$ cat config.mk
export PLATFORM = sky130hd
export DESIGN_NAME = oled_power_seq
export DESIGN_NICKNAME = d
export VERILOG_FILES = /design/src/rtl/oled_seq_pkg.sv /design/src/rtl/oled_cmd_mem.sv /design/src/rtl/oled_spi_tx.sv /design/src/rtl/oled_seq_fsm.sv /design/src/rtl/oled_power_seq.sv
export SDC_FILE = /design/constraint.sdc
export NUM_CORES = 1
export LEC_CHECK = 0
export BUFFER_PORTS_ARGS = -buffer_cell sky130_fd_sc_hd__clkbuf_2
export CELL_PAD_IN_SITES_DETAIL_PLACEMENT = 1
export CELL_PAD_IN_SITES_GLOBAL_PLACEMENT = 1
export CORE_MARGIN = 1
export CORE_UTILIZATION = 35
export DETAILED_ROUTE_END_ITERATION = 12
export MAX_ROUTING_LAYER = met4
export PLACE_DENSITY = 0.63
export SLEW_MARGIN = 40
export SYNTH_ARGS = -nofsm -noshare
export SYNTH_HDL_FRONTEND = slang
export SYNTH_HIERARCHICAL = 1
export SYNTH_SLANG_ARGS = --single-unit
$ cat constraint.sdc
create_clock -name clk -period 4 [get_ports clk]
set_input_delay 0.8 -clock clk [delete_from_list [all_inputs] [get_ports clk]]
set_output_delay 0.8 -clock clk [all_outputs]
set_load 0.05 [all_outputs]
$ cat src/rtl/oled_seq_pkg.sv
package oled_seq_pkg;

   typedef enum logic [3:0] {
      ST_RST,
      ST_SETTLE,
      ST_FLEN,
      ST_LEN,
      ST_FBYTE,
      ST_LOAD,
      ST_SHIFT,
      ST_TAIL,
      ST_DONE
   } seq_state_t;

   // Configuration-time memory image: length-prefixed command records, a
   // zero terminator, then a fill pattern for the post-init user.
   function automatic logic [7:0] boot_byte(input int a);
      logic [7:0] v;
      case (a)
         0:  v = 8'h01;  1:  v = 8'hAE;
         2:  v = 8'h02;  3:  v = 8'hA0;  4:  v = 8'h72;
         5:  v = 8'h03;  6:  v = 8'h15;  7:  v = 8'h00;  8:  v = 8'h5F;
         9:  v = 8'h04;  10: v = 8'h81;  11: v = 8'h91;  12: v = 8'h50; 13: v = 8'h7D;
         14: v = 8'h05;  15: v = 8'h8A;  16: v = 8'h61;  17: v = 8'h62; 18: v = 8'h63; 19: v = 8'h64;
         20: v = 8'h01;  21: v = 8'hAF;
         22: v = 8'h00;
         default: v = 8'(a) ^ 8'h5A;
      endcase
      return v;
   endfunction

endpackage

$ cat src/rtl/oled_cmd_mem.sv
module oled_cmd_mem #(
   parameter int DEPTH = 512,
   localparam int AW = $clog2(DEPTH)
) (
   input  logic          clk,
   input  logic [AW-1:0] addr,
   output logic [7:0]    rdata
);
   import oled_seq_pkg::*;

   generate
      if (DEPTH < 32 || (DEPTH & (DEPTH - 1)) != 0) begin : g_bad_depth
         $error("oled_cmd_mem: DEPTH must be a power of two and at least 32");
      end
   endgenerate

   logic [7:0] store [DEPTH];

   initial begin
      for (int i = 0; i < DEPTH; i++) store[i] = boot_byte(i);
   end

   always_ff @(posedge clk) begin
      rdata <= store[addr];
   end

endmodule

$ cat src/rtl/oled_spi_tx.sv
module oled_spi_tx #(
   parameter int CLK_HALF = 2,
   localparam int DW = (CLK_HALF > 1) ? $clog2(CLK_HALF) : 1
) (
   input  logic       clk,
   input  logic       rst_n,
   input  logic       start,
   input  logic [7:0] din,
   output logic       sclk,
   output logic       mosi,
   output logic       busy,
   output logic       fin
);

   generate
      if (CLK_HALF < 1) begin : g_bad_half
         $error("oled_spi_tx: CLK_HALF must be at least 1");
      end
   endgenerate

   logic [7:0]    sh;
   logic [3:0]    bits_left;
   logic [DW-1:0] div;

   assign mosi = sh[7];

   always_ff @(posedge clk or negedge rst_n) begin
      if (!rst_n) begin
         sh        <= '0;
         bits_left <= '0;
         div       <= '0;
         sclk      <= 1'b0;
         busy      <= 1'b0;
         fin       <= 1'b0;
      end else begin
         fin <= 1'b0;
         if (!busy) begin
            if (start) begin
               sh        <= din;
               bits_left <= 4'd8;
               div       <= '0;
               sclk      <= 1'b0;
               busy      <= 1'b1;
            end
         end else if (div == DW'(CLK_HALF - 1)) begin
            div <= '0;
            if (!sclk) begin
               sclk <= 1'b1;
            end else begin
               sclk <= 1'b0;
               if (bits_left == 4'd1) begin
                  busy <= 1'b0;
                  fin  <= 1'b1;
               end else begin
                  sh        <= {sh[6:0], 1'b0};
                  bits_left <= bits_left - 4'd1;
               end
            end
         end else begin
            div <= div + DW'(1);
         end
      end
   end

   // data holds while the serial clock is high
   a_r6_mosi_stable_high: assert property (@(posedge clk) disable iff (!rst_n)
      (sclk && $past(sclk)) |-> $stable(mosi));
   // data does not move on the rising edge
   a_r6_mosi_stable_rise: assert property (@(posedge clk) disable iff (!rst_n)
      $rose(sclk) |-> $stable(mosi));
   // clock idles low between bytes
   a_r6_sclk_idle_low: assert property (@(posedge clk) disable iff (!rst_n)
      !busy |-> !sclk);

endmodule

$ cat src/rtl/oled_seq_fsm.sv
module oled_seq_fsm #(
   parameter int AW           = 9,
   parameter int RST_LOW_CYC  = 20,
   parameter int PRE_CMD_CYC  = 30,
   parameter int POST_CMD_CYC = 25,
   localparam int MAXD = (RST_LOW_CYC > PRE_CMD_CYC)
                         ? ((RST_LOW_CYC > POST_CMD_CYC) ? RST_LOW_CYC : POST_CMD_CYC)
                         : ((PRE_CMD_CYC > POST_CMD_CYC) ? PRE_CMD_CYC : POST_CMD_CYC),
   localparam int CW = $clog2(MAXD + 1)
) (
   input  logic          clk,
   input  logic          rst_n,
   input  logic [7:0]    rd,
   output logic [AW-1:0] seq_addr,
   output logic          tx_start,
   input  logic          tx_fin,
   output logic          cs_n,
   output logic          pnl_rst_n,
   output logic          pwr_en,
   output logic          done
);
   import oled_seq_pkg::*;

   generate
      if (RST_LOW_CYC < 1 || PRE_CMD_CYC < 1 || POST_CMD_CYC < 1) begin : g_bad_delay
         $error("oled_seq_fsm: every delay must be at least one cycle");
      end
   endgenerate

   seq_state_t    st;
   logic [CW-1:0] tmr;
   logic [AW-1:0] ptr;
   logic [2:0]    left;

   assign seq_addr  = ptr;
   assign tx_start  = (st == ST_LOAD);
   assign pnl_rst_n = (st != ST_RST);

   always_ff @(posedge clk or negedge rst_n) begin
      if (!rst_n) begin
         st     <= ST_RST;
         tmr    <= '0;
         ptr    <= '0;
         left   <= '0;
         cs_n   <= 1'b1;
         pwr_en <= 1'b0;
         done   <= 1'b0;
      end else begin
         pwr_en <= 1'b1;
         case (st)
            ST_RST: begin
               if (tmr == CW'(RST_LOW_CYC - 1)) begin
                  tmr <= '0;
                  st  <= ST_SETTLE;
               end else tmr <= tmr + CW'(1);
            end
            ST_SETTLE: begin
               if (tmr == CW'(PRE_CMD_CYC - 1)) begin
                  tmr <= '0;
                  st  <= ST_FLEN;
               end else tmr <= tmr + CW'(1);
            end
            ST_FLEN: st <= ST_LEN;        // count address issued, data next cycle
            ST_LEN: begin
               if (rd == 8'd0) begin
                  st <= ST_TAIL;
               end else begin
                  left <= rd[2:0];
                  ptr  <= ptr + AW'(1);
                  cs_n <= 1'b0;
                  st   <= ST_FBYTE;
               end
            end
            ST_FBYTE: st <= ST_LOAD;      // byte address issued, data next cycle
            ST_LOAD: begin
               ptr <= ptr + AW'(1);
               st  <= ST_SHIFT;
            end
            ST_SHIFT: begin
               if (tx_fin) begin
                  if (left == 3'd1) begin
                     cs_n <= 1'b1;
                     st   <= ST_FLEN;
                  end else begin
                     left <= left - 3'd1;
                     st   <= ST_FBYTE;
                  end
               end
            end
            ST_TAIL: begin
               if (tmr == CW'(POST_CMD_CYC - 1)) begin
                  done <= 1'b1;
                  st   <= ST_DONE;
               end else tmr <= tmr + CW'(1);
            end
            default: st <= ST_DONE;
         endcase
      end
   end

   // done is sticky
   a_r8_done_sticky: assert property (@(posedge clk) disable iff (!rst_n)
      $past(done) |-> done);
   // panel reset never drops again before the next system reset
   a_r2_rst_stays_high: assert property (@(posedge clk) disable iff (!rst_n)
      $past(pnl_rst_n) |-> pnl_rst_n);
   // supplies stay on
   a_r3_en_stays_high: assert property (@(posedge clk) disable iff (!rst_n)
      $past(pwr_en) |-> pwr_en);
   // no select activity once done
   a_r10_quiet_after_done: assert property (@(posedge clk) disable iff (!rst_n)
      done |-> cs_n);
   // record count within the legal range when a record starts
   a_r5_count_range: assert property (@(posedge clk) disable iff (!rst_n)
      (st == ST_LEN && rd != 8'd0) |-> (rd <= 8'd5));

endmodule

$ cat src/rtl/oled_power_seq.sv
module oled_power_seq #(
   parameter int DEPTH        = 512,
   parameter int CLK_HALF     = 2,
   parameter int RST_LOW_CYC  = 20,
   parameter int PRE_CMD_CYC  = 30,
   parameter int POST_CMD_CYC = 25,
   localparam int AW = $clog2(DEPTH)
) (
   input  logic          clk,
   input  logic          rst_n,
   output logic          spi_sclk,
   output logic          spi_mosi,
   output logic          spi_cs_n,
   output logic          spi_dc,
   output logic          pnl_rst_n,
   output logic          pnl_logic_en,
   output logic          pnl_hv_en,
   output logic          init_done,
   input  logic [AW-1:0] usr_addr,
   output logic [7:0]    usr_rdata
);

   logic [AW-1:0] seq_addr;
   logic [AW-1:0] mem_addr;
   logic [7:0]    mem_rd;
   logic          tx_start;
   logic          tx_fin;
   logic          tx_busy;
   logic          pwr_en;

   // 2:1 read-address select: sequencer until done, then the user
   assign mem_addr = init_done ? usr_addr : seq_addr;

   oled_cmd_mem #(.DEPTH(DEPTH)) u_mem (
      .clk   (clk),
      .addr  (mem_addr),
      .rdata (mem_rd)
   );

   oled_seq_fsm #(
      .AW           (AW),
      .RST_LOW_CYC  (RST_LOW_CYC),
      .PRE_CMD_CYC  (PRE_CMD_CYC),
      .POST_CMD_CYC (POST_CMD_CYC)
   ) u_fsm (
      .clk       (clk),
      .rst_n     (rst_n),
      .rd        (mem_rd),
      .seq_addr  (seq_addr),
      .tx_start  (tx_start),
      .tx_fin    (tx_fin),
      .cs_n      (spi_cs_n),
      .pnl_rst_n (pnl_rst_n),
      .pwr_en    (pwr_en),
      .done      (init_done)
   );

   oled_spi_tx #(.CLK_HALF(CLK_HALF)) u_tx (
      .clk   (clk),
      .rst_n (rst_n),
      .start (tx_start),
      .din   (mem_rd),
      .sclk  (spi_sclk),
      .mosi  (spi_mosi),
      .busy  (tx_busy),
      .fin   (tx_fin)
   );

   assign spi_dc       = 1'b0;
   assign pnl_logic_en = pwr_en;
   assign pnl_hv_en    = pwr_en;
   assign usr_rdata    = mem_rd;

   // a byte is only shifted while the panel is selected
   a_r5_busy_inside_select: assert property (@(posedge clk) disable iff (!rst_n)
      tx_busy |-> !spi_cs_n);
   // serial clock low whenever select is released
   a_r10_sclk_low_unselected: assert property (@(posedge clk) disable iff (!rst_n)
      spi_cs_n |-> !spi_sclk);

endmodule

After elaboration in Yosys (flattened, before gate mapping)
Memory sizes are Yosys's and may differ from the RTL's. A register that Yosys moved wholly into a read port is not among the register bits.
Cells that the tools add are included.
Widths: inputs -> output; s select.
{"block": "totals", "out_inout_bits": 16, "input_bits": 11, "mem_count": 1, "ff_bits": 40, "wordCells": 104, "romBits": 4096}
{"block": "op_classes", "addsub": 5, "reduce_logical": 15, "eq_ne": 23, "mux": 47}
{"name": "u_mem.store", "depth": 512, "width": 8, "read_ports": 1, "rd_ports_with_merged_regs": 1, "write_ports": 0, "line_no": "oled_cmd_mem.sv:17", "text": "logic [7:0] store [DEPTH];"}
{"op": "$mux 8", "n": 5}
{"op": "$mux 4", "n": 9}
{"op": "$pmux 4 s8", "n": 1}
{"op": "$mux 1", "n": 18}
{"op": "$mux 9", "n": 2}
{"op": "$pmux 9 s2", "n": 1}
{"op": "$eq 4x3->1 const B", "n": 4}
{"op": "$reduce_and 4->1", "n": 4}
{"op": "$eq 5x5->1 const B", "n": 3}
{"op": "$mux 5", "n": 3}
{"op": "$pmux 5 s3", "n": 1}
{"op": "$mux 3", "n": 4}
{"op": "$ne 2x1->1 const B", "n": 6}
{"op": "$ne 2x2->1 const B", "n": 5}
{"op": "$add 9x1->9 const B", "n": 1}
{"op": "$eq 4x1->1 const B", "n": 2}
{"op": "$eq 4x2->1 const B", "n": 2}
{"op": "$logic_not 8->1", "n": 1}
{"op": "$reduce_and 2->1", "n": 4}
{"op": "$pmux 3 s2", "n": 1}
{"op": "$reduce_bool 2->1", "n": 3}
{"op": "$add 5x1->5 const B", "n": 1}
{"op": "$logic_not 4->1", "n": 1}
{"op": "$reduce_bool 4->1", "n": 1}
{"op": "other kinds (7)", "n": 7}

Depth between registers and ports, before layout
Gate-level depths: netlist of the first run.
{"block": "logic_depth", "ltp_word": 5, "ltp_mapped": 8, "depth_no_buf": 7}

Modules after synthesis
Netlist of the first run, hierarchy kept.
{"mod": "oled_seq_fsm", "area_per_inst_um2": 1560.2, "n_inst": 1, "cells_each": 160}
{"mod": "oled_spi_tx", "area_per_inst_um2": 820.8, "n_inst": 1, "cells_each": 85}
{"mod": "oled_cmd_mem", "area_per_inst_um2": 660.6, "n_inst": 1, "cells_each": 80}
{"mod": "oled_power_seq", "area_per_inst_um2": 165.2, "n_inst": 1, "cells_each": 13}

Worst setup path before layout of the first run
Ideal clock, no wire load.
{"block": "synth_timing", "kind": "register to register", "from": "register u_fsm.done", "to": "register u_mem.rdata[2] (read register of u_mem.store)", "arrival_time_ns": 2.202, "path_buffers": 1, "path_stages_with_launch": 8, "path_slack_ns": 1.662, "period_less_slack_ns": 2.338, "path_cell_list": "dfrtp_1 -> buf_6 -> mux2_4 -> inv_1 -> ha_1 -> mux4_2 -> nand2b_1 -> a31oi_1"}
{"block": "synth_between", "elab_chain_cells": 1}
{"item": "start, declared", "line_no": "oled_seq_fsm.sv:20", "text": "output logic done"}
{"item": "start signal, assigned", "line_no": "oled_seq_fsm.sv:47", "text": "done <= 1'b0;"}
{"item": "start signal, assigned", "line_no": "oled_seq_fsm.sv:92", "text": "done <= 1'b1;"}
{"item": "$mux 9", "line_no": "oled_power_seq.sv:32", "text": "assign mem_addr = init_done ? usr_addr : seq_addr;"}
{"item": "net mem_addr[1]", "line_no": "oled_power_seq.sv:24", "text": "logic [AW-1:0] mem_addr;"}
{"item": "end, declared", "line_no": "oled_cmd_mem.sv:7", "text": "output logic [7:0] rdata"}
The timed path passes the listed nets, and every way through them passes these cells.
A chain may end at the register's enable or synchronous reset.

Worst setup path in the final report of the first run
{"block": "layout_timing", "from": "register u_fsm.st[3]", "to": "output pnl_rst_n"}
{"block": "layout_between", "elab_chain_cells": 1}
{"item": "start, declared", "line_no": "oled_seq_fsm.sv:30", "text": "seq_state_t st;"}
{"item": "start signal, assigned", "line_no": "oled_seq_fsm.sv:41", "text": "st <= ST_RST;"}
{"item": "start signal, assigned", "line_no": "oled_seq_fsm.sv:54", "text": "st <= ST_SETTLE;"}
{"item": "start signal, assigned", "line_no": "oled_seq_fsm.sv:60", "text": "st <= ST_FLEN;"}
{"item": "$reduce_bool 4->1", "line_no": "oled_seq_fsm.sv:37", "text": "assign pnl_rst_n = (st != ST_RST);"}
{"item": "end, declared", "line_no": "oled_power_seq.sv:15", "text": "output logic pnl_rst_n,"}
Every way passes these cells.

==> results.md, run 1 <==
- Outcome: finished, violations left
- Failing checks: design-rule violations
- Setup crit start kind: register
- Setup slack at placement: ~1600 ps
- Ys flop type: dfrtp_1
- Final setup margin: roughly 1600 ps
- Least-Margin Pin Slew: approximately 640 ps
- Max-slew violations: 0
- CTS tree: done
- Gate count after technology mapping: between 300 and 400
- Non-filler cells, final: approximately 460
- Antenna violation net count after detailed routing: 0
- Design area: 0.00344 sq mm
- P&R area growth vs syn: 7.22%
- PD cells: approximately 230 mW/mm^2
- Worst skew pair latency: about 300 ps
- Clk slew on worst S/H paths: 90 ps
- CTS Hold Buffers Added: 0
- Sum Neg Setup Slack: 0 ps
- Fmax: 0.415 GHz
- Largest area contributor in the netlist: dfrtp_1
- Synth cell count leaders: dfrtp_1, nand3_1, nand2_1
- Synth Cell Area: 0.00321 sq mm
- Combinational share of power: between 2 and 3%
- Die Footprint: roughly 0.0095 sq mm
- Flop pwr share: approximately three fifths
- Initial DRC Count: 92
- DR vias/cell: approximately 5.5
- CP peak stage delay: approximately 730 ps
- Die X: roughly 98 um
- Post-DP HPWL: around 5.6 mm
- GRT Total Usage: 17.6%
- Switching Fraction: between 20 and 25%
- Crit-path cells: nor2_1 > nand3_1 > clkbuf_2
- IO buf count: 25
- Syn_nets: roughly 360
- Htree depth: 2
- NumNets Final: between 300 and 400
- Most common cell in the netlist: dfrtp_1
- Hold Fails Final Rpt: 0
- FILL cells: between 1000 and 1500
- Sequential fraction of the synthesis area: between 30% and 40%
- Final GP Congestion: approximately 0.86
- EDFF count, synth: 0
- Clock sinks: 48
- Leak: 1.51 nW
- Hold crit path type: reg -> reg
- Number of cell rows: 34
- CTS Buf Count: 5
- Layout Skew: 9.97 ps
- Core area: a little under 0.009 sq mm
- # Post-CTS Setup Buffers: 0
- Root Driver: clkbuf_8
- Initial Util: about 36%
- Die Height: 97.7 um
- Maximum vdd drop: about 120 uV
- Worst reg-to-reg path cell count: 6
- Top cells by area, synth: dfrtp_1, ha_1, nand3_1
- Vias: roughly 2600
- Max_cap viols: 0
- Clock Path Buffers: 2
- Placed cell areas: about 0.0033 sq mm
- Cells after DPL: roughly 450
- Final Power: a little under 800 uW
- Hold_ws: 486 ps
- Min Clock Period, post-route: 2410 ps
- Syn Area/Cell: approximately 9.5 sq um
- Post-CTS Resized: 0
- Setup Crit Path Kind: reg -> out
- Critical R2R Launch: u_fsm/done
- CP max stage cell: dfrtp_1
- I/O Pins: 27
- FF-to-FF End: u_mem/rdata[2]
- Warnings from Yosys: 6
- RSZ-0062 raised after global routing: no
- Synth Register Bits: 48
- Post-Route WL: 7.67 mm
- Net Sw Power: around 180 uW
- CP Capture Point: pnl_rst_n
- Util after Layout: ~39%
- Clock power share: between 30 and 40%
- WL/cell: about 17 um
- Cell internal pwr: roughly 610 uW
- Critical Path AT: approximately 1600 ps
- First-pass GRT wire length: around 13 mm
- Worst R2R Setup Slack: roughly 1600 ps
- Worst setup path startpoint: u_fsm/st[3]
- Distinct cells, synth: 69
- N_diodes: 0
- Final Cycle Share: ~60%
- Largest net degree at the start of global routing: 41
- Req. time, crit path: 3200 ps
- Endpoints failing setup: 0
- Antenna violations before repair: 0
- Grt ovf: 0
- DRT Pass-1 Iters: 8
- Layout cell share with drive strength beyond 1: around a fifth
- Drt drc: 2
- Normalized max-slew margin: a little under three fifths
- Post-synth top area share: between 30% and 40%
- Ys async rst share: a little over four fifths
- Vias in the first global route: about 2700
- CP max FO: 19
- CP endpoint kind: output pin
[cells by family (layout without fill, tap and decap cells)]
group	after synthesis	in the layout	synth area share [%]
simple gates	121	121	21.5
compound gates	89	89	20.8
flops	48	48	36.2
buf+inv	38	53	6.13
fa+ha+maj	15	15	5.85
mux	15	15	6.55
xor+xnor	10	10	2.73
other cells	2	2	0.234
[how the worst min path moves through the flow]
stage	start	end	slack [ps]	cells past startpoint
6_report	u_fsm/cs_n	u_fsm/cs_n	490	2
5_1_grt	u_fsm/cs_n	u_fsm/cs_n	520	2
4_1_cts	u_fsm/cs_n	u_fsm/cs_n	500	2
3_5_place_dp	u_fsm/cs_n	u_fsm/cs_n	480	2
3_3_place_gp	u_fsm/cs_n	u_fsm/cs_n	460	2
2_1_floorplan	u_fsm/seq_addr[8]	u_fsm/seq_addr[8]	440	1
[power by group through the flow]
| stage | sequential (mW) | combinational (mW) | clock (mW) |
|---|---|---|---|
| finish | 0.484 | 0.0209 | 0.287 |
| global route | 0.485 | 0.0235 | 0.322 |
| CTS | 0.484 | 0.0219 | 0.309 |
| detailed placement | 0.494 | 0.0220 | 0 |
| global placement | 0.494 | 0.0217 | 0 |
| floorplan | 0.496 | 0.00575 | 0 |
[per-layer routing]
layer | vias up | GRT usage (%) | wire, um
met5 | - | - | 0
met4 | 0 | 3.15 | 44
met3 | 5 | 2.16 | 162
met2 | 32 | 28.9 | 3670
met1 | 1260 | 23.6 | 3790
li1 | 1258 | - | -
[area by class of cell]
| type | instances | area [sq um] | share of cell area [%] |
|---|---|---|---|
| Clock inverter | 2 | 12.5 | 0.364 |
| Tap cell | 108 | 135 | 3.93 |
| Inverter | 19 | 71.3 | 2.07 |
| Sequential cell | 48 | 1160 | 33.8 |
| Clock buffer | 6 | 72.6 | 2.11 |
| Timing Repair Buffer | 26 | 133 | 3.86 |
| Multi-Input combinational cell | 252 | 1850 | 53.8 |
[cells in the final DEF (no fill, tap or decap), drive strengths merged, types with 2 or more instances in the layout]
| cell | Yosys | routed |
|---|---|---|
| a32o | 2 | 2 |
| a21boi | 2 | 2 |
| o221ai | 2 | 2 |
| a21o | 6 | 6 |
| clkbuf | 3 | 31 |
| o211ai | 2 | 2 |
| ha | 15 | 15 |
| a311o | 2 | 2 |
| a2111oi | 2 | 2 |
| nand2 | 29 | 29 |
| a311oi | 3 | 3 |
| o31ai | 3 | 3 |
| a21oi | 16 | 16 |
| nor2b | 7 | 7 |
| o32ai | 2 | 2 |
| a211oi | 6 | 6 |
| conb | 2 | 2 |
| o22ai | 3 | 3 |
| o21ai | 15 | 15 |
| xor2 | 9 | 9 |
| nor3b | 2 | 2 |
| and3 | 2 | 2 |
| nor3 | 10 | 10 |
| mux2i | 3 | 3 |
| or3 | 3 | 3 |
| nand3 | 33 | 33 |
| nor2 | 14 | 14 |
| nand2b | 8 | 8 |
| and4bb | 2 | 2 |
| or4 | 2 | 2 |
| mux2 | 11 | 11 |
| a31oi | 7 | 7 |
| a22o | 3 | 3 |
| a22oi | 7 | 7 |
| nor4 | 3 | 3 |
| dfrtp | 39 | 39 |
| dfxtp | 8 | 8 |
| inv | 19 | 19 |
[worst max-delay path, delay by kind of cell (launching register included)]
family	cells	cell delay [ps]
buf+inv	1	280
flops	1	730
simple gates	2	300
[registers in the layout, indices dropped and copies added, names as in the netlist]
name	cells
u_tx/sh	8
u_tx/div	1
u_fsm/left	3
u_fsm/cs_n	1
u_fsm/tmr	5
u_tx/bits_left	4
u_tx/busy	1
u_mem/rdata	8
u_tx/sclk	1
u_fsm/done	1
u_tx/fin	1
u_fsm/pwr_en	1
u_fsm/seq_addr	9
u_fsm/st	4
(Power assumes the default switching activity.)
==> inputs of run 2 (changes only) <==
--- a/config.mk
+++ b/config.mk
@@ -12,7 +12,7 @@
 export CORE_UTILIZATION = 35
 export DETAILED_ROUTE_END_ITERATION = 12
 export MAX_ROUTING_LAYER = met4
-export PLACE_DENSITY = 0.63
+export PLACE_DENSITY = 0.65
 export SLEW_MARGIN = 40
 export SYNTH_ARGS = -nofsm -noshare
 export SYNTH_HDL_FRONTEND = slang
==> constraint.sdc (replaced) <==
create_clock -name clk -period 2.11 [get_ports clk]
set_input_delay 0.422 -clock clk [delete_from_list [all_inputs] [get_ports clk]]
set_output_delay 0.422 -clock clk [all_outputs]
set_load 0.05 [all_outputs]
==> results.md, run 2 (synthesized netlist as in run 1, its figures left out) <==
- Post-Route WL: between 7 and 8 mm
- Die X: about 98 um
- Least-Margin Pin Slew: slightly below 600 ps
- Antenna violations before repair: 0
- Min Clock Period, post-route: between 2000 and 2500 ps
- Root Driver: clkbuf_8
- Sum Neg Setup Slack: 0 ps
- Worst skew pair latency: about 300 ps
- Maximum vdd drop: ~240 uV
- Number of cell rows: 34
- Max-slew violations: 0
- Largest net degree at the start of global routing: 28
- Vias: between 2000 and 3000
- Die Height: between 90 and 100 um
- NumNets Final: just under 400
- P&R area growth vs syn: 11.5%
- DR vias/cell: roughly 5.5
- Most common cell after layout, fill and taps aside: dfrtp_1
- RSZ-0062 raised after global routing: no
- Final Cycle Share: 95.1%
- CTS tree: done
- GRT Total Usage: 18.2%
- Htree depth: 2
- Most frequent cells in the layout: dfrtp_1, nand3_1, nand2_1
- Clock sinks: 48
- Final GP Congestion: 0.861
- CTS Buf Count: 5
- Max_cap viols: 0
- Core area: a little under 0.009 sq mm
- Util after Layout: slightly above 40%
- Hold crit path type: reg -> reg
- Initial DRC Count: between 100 and 150
- N_diodes: 0
- Non-filler cells, final: around 480
- Cells after DPL: between 400 and 500
- Vias in the first global route: ~2700
- Outcome: finished, final reports clean
- PD cells: 421 mW/mm^2
- DRT Pass-1 Iters: 4
- Endpoints failing setup: 0
- CP most frequent cell: buf_4
- Layout cell share with drive strength beyond 1: around a quarter
- Initial Util: between 30% and 40%
- Antenna violation net count after detailed routing: 0
- I/O Pins: 27
- CP max stage cell: dfrtp_2
- Die Footprint: between 0.009 and 0.01 sq mm
- Setup Crit Path Kind: reg -> reg
- Clk slew on worst S/H paths: 100 ps
- CP peak stage delay: just under 500 ps
- Setup crit start kind: register
- Layout Skew: ~16 ps
- Fmax: approximately 0.5 GHz
- Drt drc: 0
- Normalized max-slew margin: about three fifths
- Req. time, crit path: around 2300 ps
- CP endpoint kind: register
- Crit-path cells: buf_4 > buf_4 > mux2_4 > or4_4 > a31oi_1 > o32ai_2
- CP max FO: 7
- Clock Path Buffers: 2
- Hold_ws: just under 500 ps
- Flip-flop count of the largest register after layout: 9
- Post-DP HPWL: 5.94 mm
- Hold Fails Final Rpt: 0
- WL/cell: roughly 17 um
- Grt ovf: 0
- Critical Path AT: ~2200 ps
- IO buf count: 25
- Leak: 1.59 nW
- First-pass GRT wire length: roughly 14 mm
-- run 2: cell types whose count changed in the layout (fill, tap and decap cells not counted) --
cell           delta
inv_2             +1
inv_4             +1
ha_1              -1
clkinv_2          -1
dfrtp_1           -1
inv_1             -2
buf_4            +15
dlygate4sd3_1     +1
dfrtp_2           +1
clkinv_1          +1
ha_4              +1
-- run 2: repair_timing --
action,CTS,global route
hold buffers,1,0
endpoints found under the hold margin,4,0
buffers inserted,0,2
setup endpoints to repair,0,2
gates resized for setup,0,1
-- run 2: report_power, final --
group / internal, mW / total, mW / leakage [nW] / switching, mW
Sequential: 0.918 / 0.918 / 0.591 / 0.000404
Combinational: 0.0118 / 0.0423 / 0.961 / 0.0305
Clock: 0.231 / 0.545 / 0.0388 / 0.314
Total: 1.16 / 1.51 / 1.59 / 0.345
-- run 2: metal layers --
metal  GRT usage, %  share of wire [%]  vias up  wire length (um)
met2           28.9                 47       38              3790
met5              -                  0        -                 0
met1           24.9                 49     1296              3920
met3           2.52                2.6        6               211
li1               -                  -     1291                 -
met4           3.61               0.78        0                62
-- run 2: path summary, 6_finish.rpt --
check	startpoint	endpoint	slack, ps	cells after the start
max in group asynchronous	rst_n	u_tx/sh[7]	1090	3
hold / removal	u_fsm/cs_n	u_fsm/cs_n	480	2
setup reg to reg	u_fsm/done	u_mem/rdata[3]	100	6
setup / recovery	u_fsm/done	u_mem/rdata[3]	100	6
hold reg to reg	u_fsm/cs_n	u_fsm/cs_n	480	2
min in group asynchronous	rst_n	u_fsm/st[1]	490	2
-- run 2: final cells by class --
class                   instances  area (sq um)
fillers                      1035          5230
clock buffers                   6          72.6
clock inverters                 2          11.3
repair buffers                 42           255
well taps                     108           135
inverters                      19          73.8
flip-flops and latches         48          1160
multi-input cells             252          1860
-- run 2: worst max-delay path, delay by kind of cell, from the launching register on --
family | cells | cell delay (ps)
multiplexers | 1 | 330
flip-flops | 1 | 490
AND/OR/NAND/NOR | 1 | 460
buffers and inverters | 2 | 320
AO/OA/AOI/OAI | 2 | 290
-- run 2: metrics by stage --
step	power [mW]	cell area, sq um	setup slack (ps)
after floorplan	0.952	3220	3.29
after global placement	0.980	3460	149
after detailed placement	0.980	3460	119
after CTS	1.53	3560	89.3
after global routing	1.58	3580	48.0
final	1.51	3580	103
==> inputs of run 3 (changes only) <==
--- a/config.mk
+++ b/config.mk
@@ -9,11 +9,11 @@
 export CELL_PAD_IN_SITES_DETAIL_PLACEMENT = 1
 export CELL_PAD_IN_SITES_GLOBAL_PLACEMENT = 1
 export CORE_MARGIN = 1
-export CORE_UTILIZATION = 35
+export CORE_UTILIZATION = 42
 export DETAILED_ROUTE_END_ITERATION = 12
 export MAX_ROUTING_LAYER = met4
-export PLACE_DENSITY = 0.65
-export SLEW_MARGIN = 40
+export PLACE_DENSITY = 0.76
+export SLEW_MARGIN = 20
 export SYNTH_ARGS = -nofsm -noshare
 export SYNTH_HDL_FRONTEND = slang
 export SYNTH_HIERARCHICAL = 1
==> results.md, run 3 (synthesized netlist as in run 1, its figures left out) <==
- Largest net degree at the start of global routing: 24
- Clock Path Buffers: 2
- Sum Neg Setup Slack: 0 ps
- GRT Total Usage: between 20% and 30%
- Max-slew violations: 0
- RSZ-0062 raised after global routing: no
- Die X: between 80 and 90 um
- Post-Route WL: between 7 and 8 mm
- Worst setup path startpoint: u_fsm/done
- Clock sinks: 48
- Worst R2R Setup Slack: 110 ps
- Outcome: finished, final reports clean
- N_diodes: 0
- CTS tree: done
- Worst skew pair latency: roughly 300 ps
- Core area: between 0.007 and 0.008 sq mm
- P&R area growth vs syn: 11.0%
- NumNets Final: between 300 and 400
- Crit-path cells: mux2_4 > inv_2 > ha_4 > mux4_2 > nand2b_1 > a31oi_1
- DRT Pass-1 Iters: 4
- Final Cycle Share: between 90 and 100%
- Design area: between 0.003 and 0.004 sq mm
- Hold crit path type: in -> async
- CTS Hold Buffers Added: 0
- Final GP Congestion: between 0.9 and 1
- Setup Crit Path Kind: reg -> reg
- Grt ovf: 0
- Fmax: between 0.4 and 0.5 GHz
- Initial Util: between 40% and 50%
- CP endpoint kind: register
- Initial DRC Count: 130
- Number of cell rows: 31
- Critical R2R Launch: u_fsm/done
- CP max stage cell: dfrtp_2
- Most frequent cells in the layout: dfrtp_1, nand3_1, nand2_1
- PD cells: 459 mW/mm^2
- Antenna violations before repair: 0
- Drt drc: 0
- Clk slew on worst S/H paths: about 100 ps
- Leak: about 1.6 nW
- Util after Layout: 48.6%
- Htree depth: 2
- DR vias/cell: 5.69
- Min Clock Period, post-route: 2000 ps
- Flip-flop count of the largest register after layout: 9
- Maximum vdd drop: roughly 260 uV
- Req. time, crit path: around 2300 ps
- Most common cell after layout, fill and taps aside: dfrtp_1
- Post-DP HPWL: around 5.8 mm
- Vias: 2633
- First-pass GRT wire length: 12.9 mm
- Endpoints failing setup: 0
- Setup crit start kind: register
- CTS Buf Count: 5
- Hold Fails Final Rpt: 0
- Placed cell areas: approximately 0.0034 sq mm
- CP peak stage delay: 510 ps
- Normalized max-slew margin: about 64%
- FILL cells: 851
- Layout Skew: 10.6 ps
- Antenna violation net count after detailed routing: 0
- Layout cell share with drive strength beyond 1: between 20% and 30%
- CP max FO: 9
- IO buf count: 25
- Die Height: 89.4 um
- Hold_ws: around 84 ps
- Die Footprint: 0.00799 sq mm
- WL/cell: 16.9 um
- I/O Pins: 27
- Least-Margin Pin Slew: roughly 540 ps
- Max_cap viols: 0
- Critical Path AT: ~2200 ps
- Vias in the first global route: about 2500
- Root Driver: clkbuf_8
-- run 3: changes by cell type in the layout (fill, tap and decap cells not counted) --
cell	before	now
dlygate4sd3_1	1	0
nor2_1	13	14
clkinvlp_4	1	0
bufinv_16	0	1
clkinv_4	0	1
nor2_2	1	0
dfrtp_2	2	1
dfrtp_1	37	38
buf_4	16	11
buf_12	0	1
clkbuf_1	1	0
-- run 3: area by class of cell --
type                    count  area (sq um)  share of cell area, %
clock buffers               5          68.8                   1.93
clock inverters             3          42.5                   1.19
inverters                  19          73.8                   2.07
multi-input cells         252          1860                   52.2
flip-flops and latches     48          1160                   32.7
well taps                  99           124                   3.48
repair buffers             37           228                   6.39
-- run 3: layer usage --
metal	global-route usage [%]	routed length, um	up-vias	share of wire, %
met5	-	0	-	0
met4	4.91	80	0	1.0
met3	3.05	155	7	2.0
met2	33.9	3810	32	49
met1	30.1	3790	1309	48
li1	-	-	1285	-
-- run 3: path summary, 6_finish.rpt --
kind	depth (start not counted)	to
worst max register to register	6	u_mem/rdata[2]
worst min-delay path	1	u_fsm/tmr[3]
min in group clk	1	u_fsm/seq_addr[8]
max in group asynchronous	2	u_fsm/left[1]
worst min register to register	1	u_fsm/seq_addr[8]
worst max-delay path	6	u_mem/rdata[2]
-- run 3: what timing repair did --
| item | 4_1_cts | 5_1_grt |
|---|---|---|
| setup buffers | 0 | 2 |
| endpoints found under the hold margin | 0 | 0 |
| resized for setup | 0 | 0 |
| setup endpoints to repair | 0 | 1 |
-- run 3: worst max-delay path: cells and delay by family, from the launching register on --
kind            cells  cell delay (ps)
mux                 2              840
simple gates        1               80
flops               1              510
fa+ha+maj           1              220
compound gates      1               80
buf+inv             1              130
-- run 3: power by group --
group	leakage (nW)	switching [mW]	internal, mW
Clock	0.0558	0.322	0.352
Combinational	0.942	0.0320	0.0118
Sequential	0.593	0.000480	0.918
-- run 3: metrics by stage --
step | total power, mW | std cells | setup WS, ps
2_1_floorplan | 0.952 | 338 | 3.29
3_3_place_gp | 0.981 | 453 | 113
3_5_place_dp | 0.982 | 453 | 65.3
4_1_cts | 1.66 | 461 | 36.4
5_1_grt | 1.70 | 463 | 38.0
6_report | 1.64 | 463 | 105
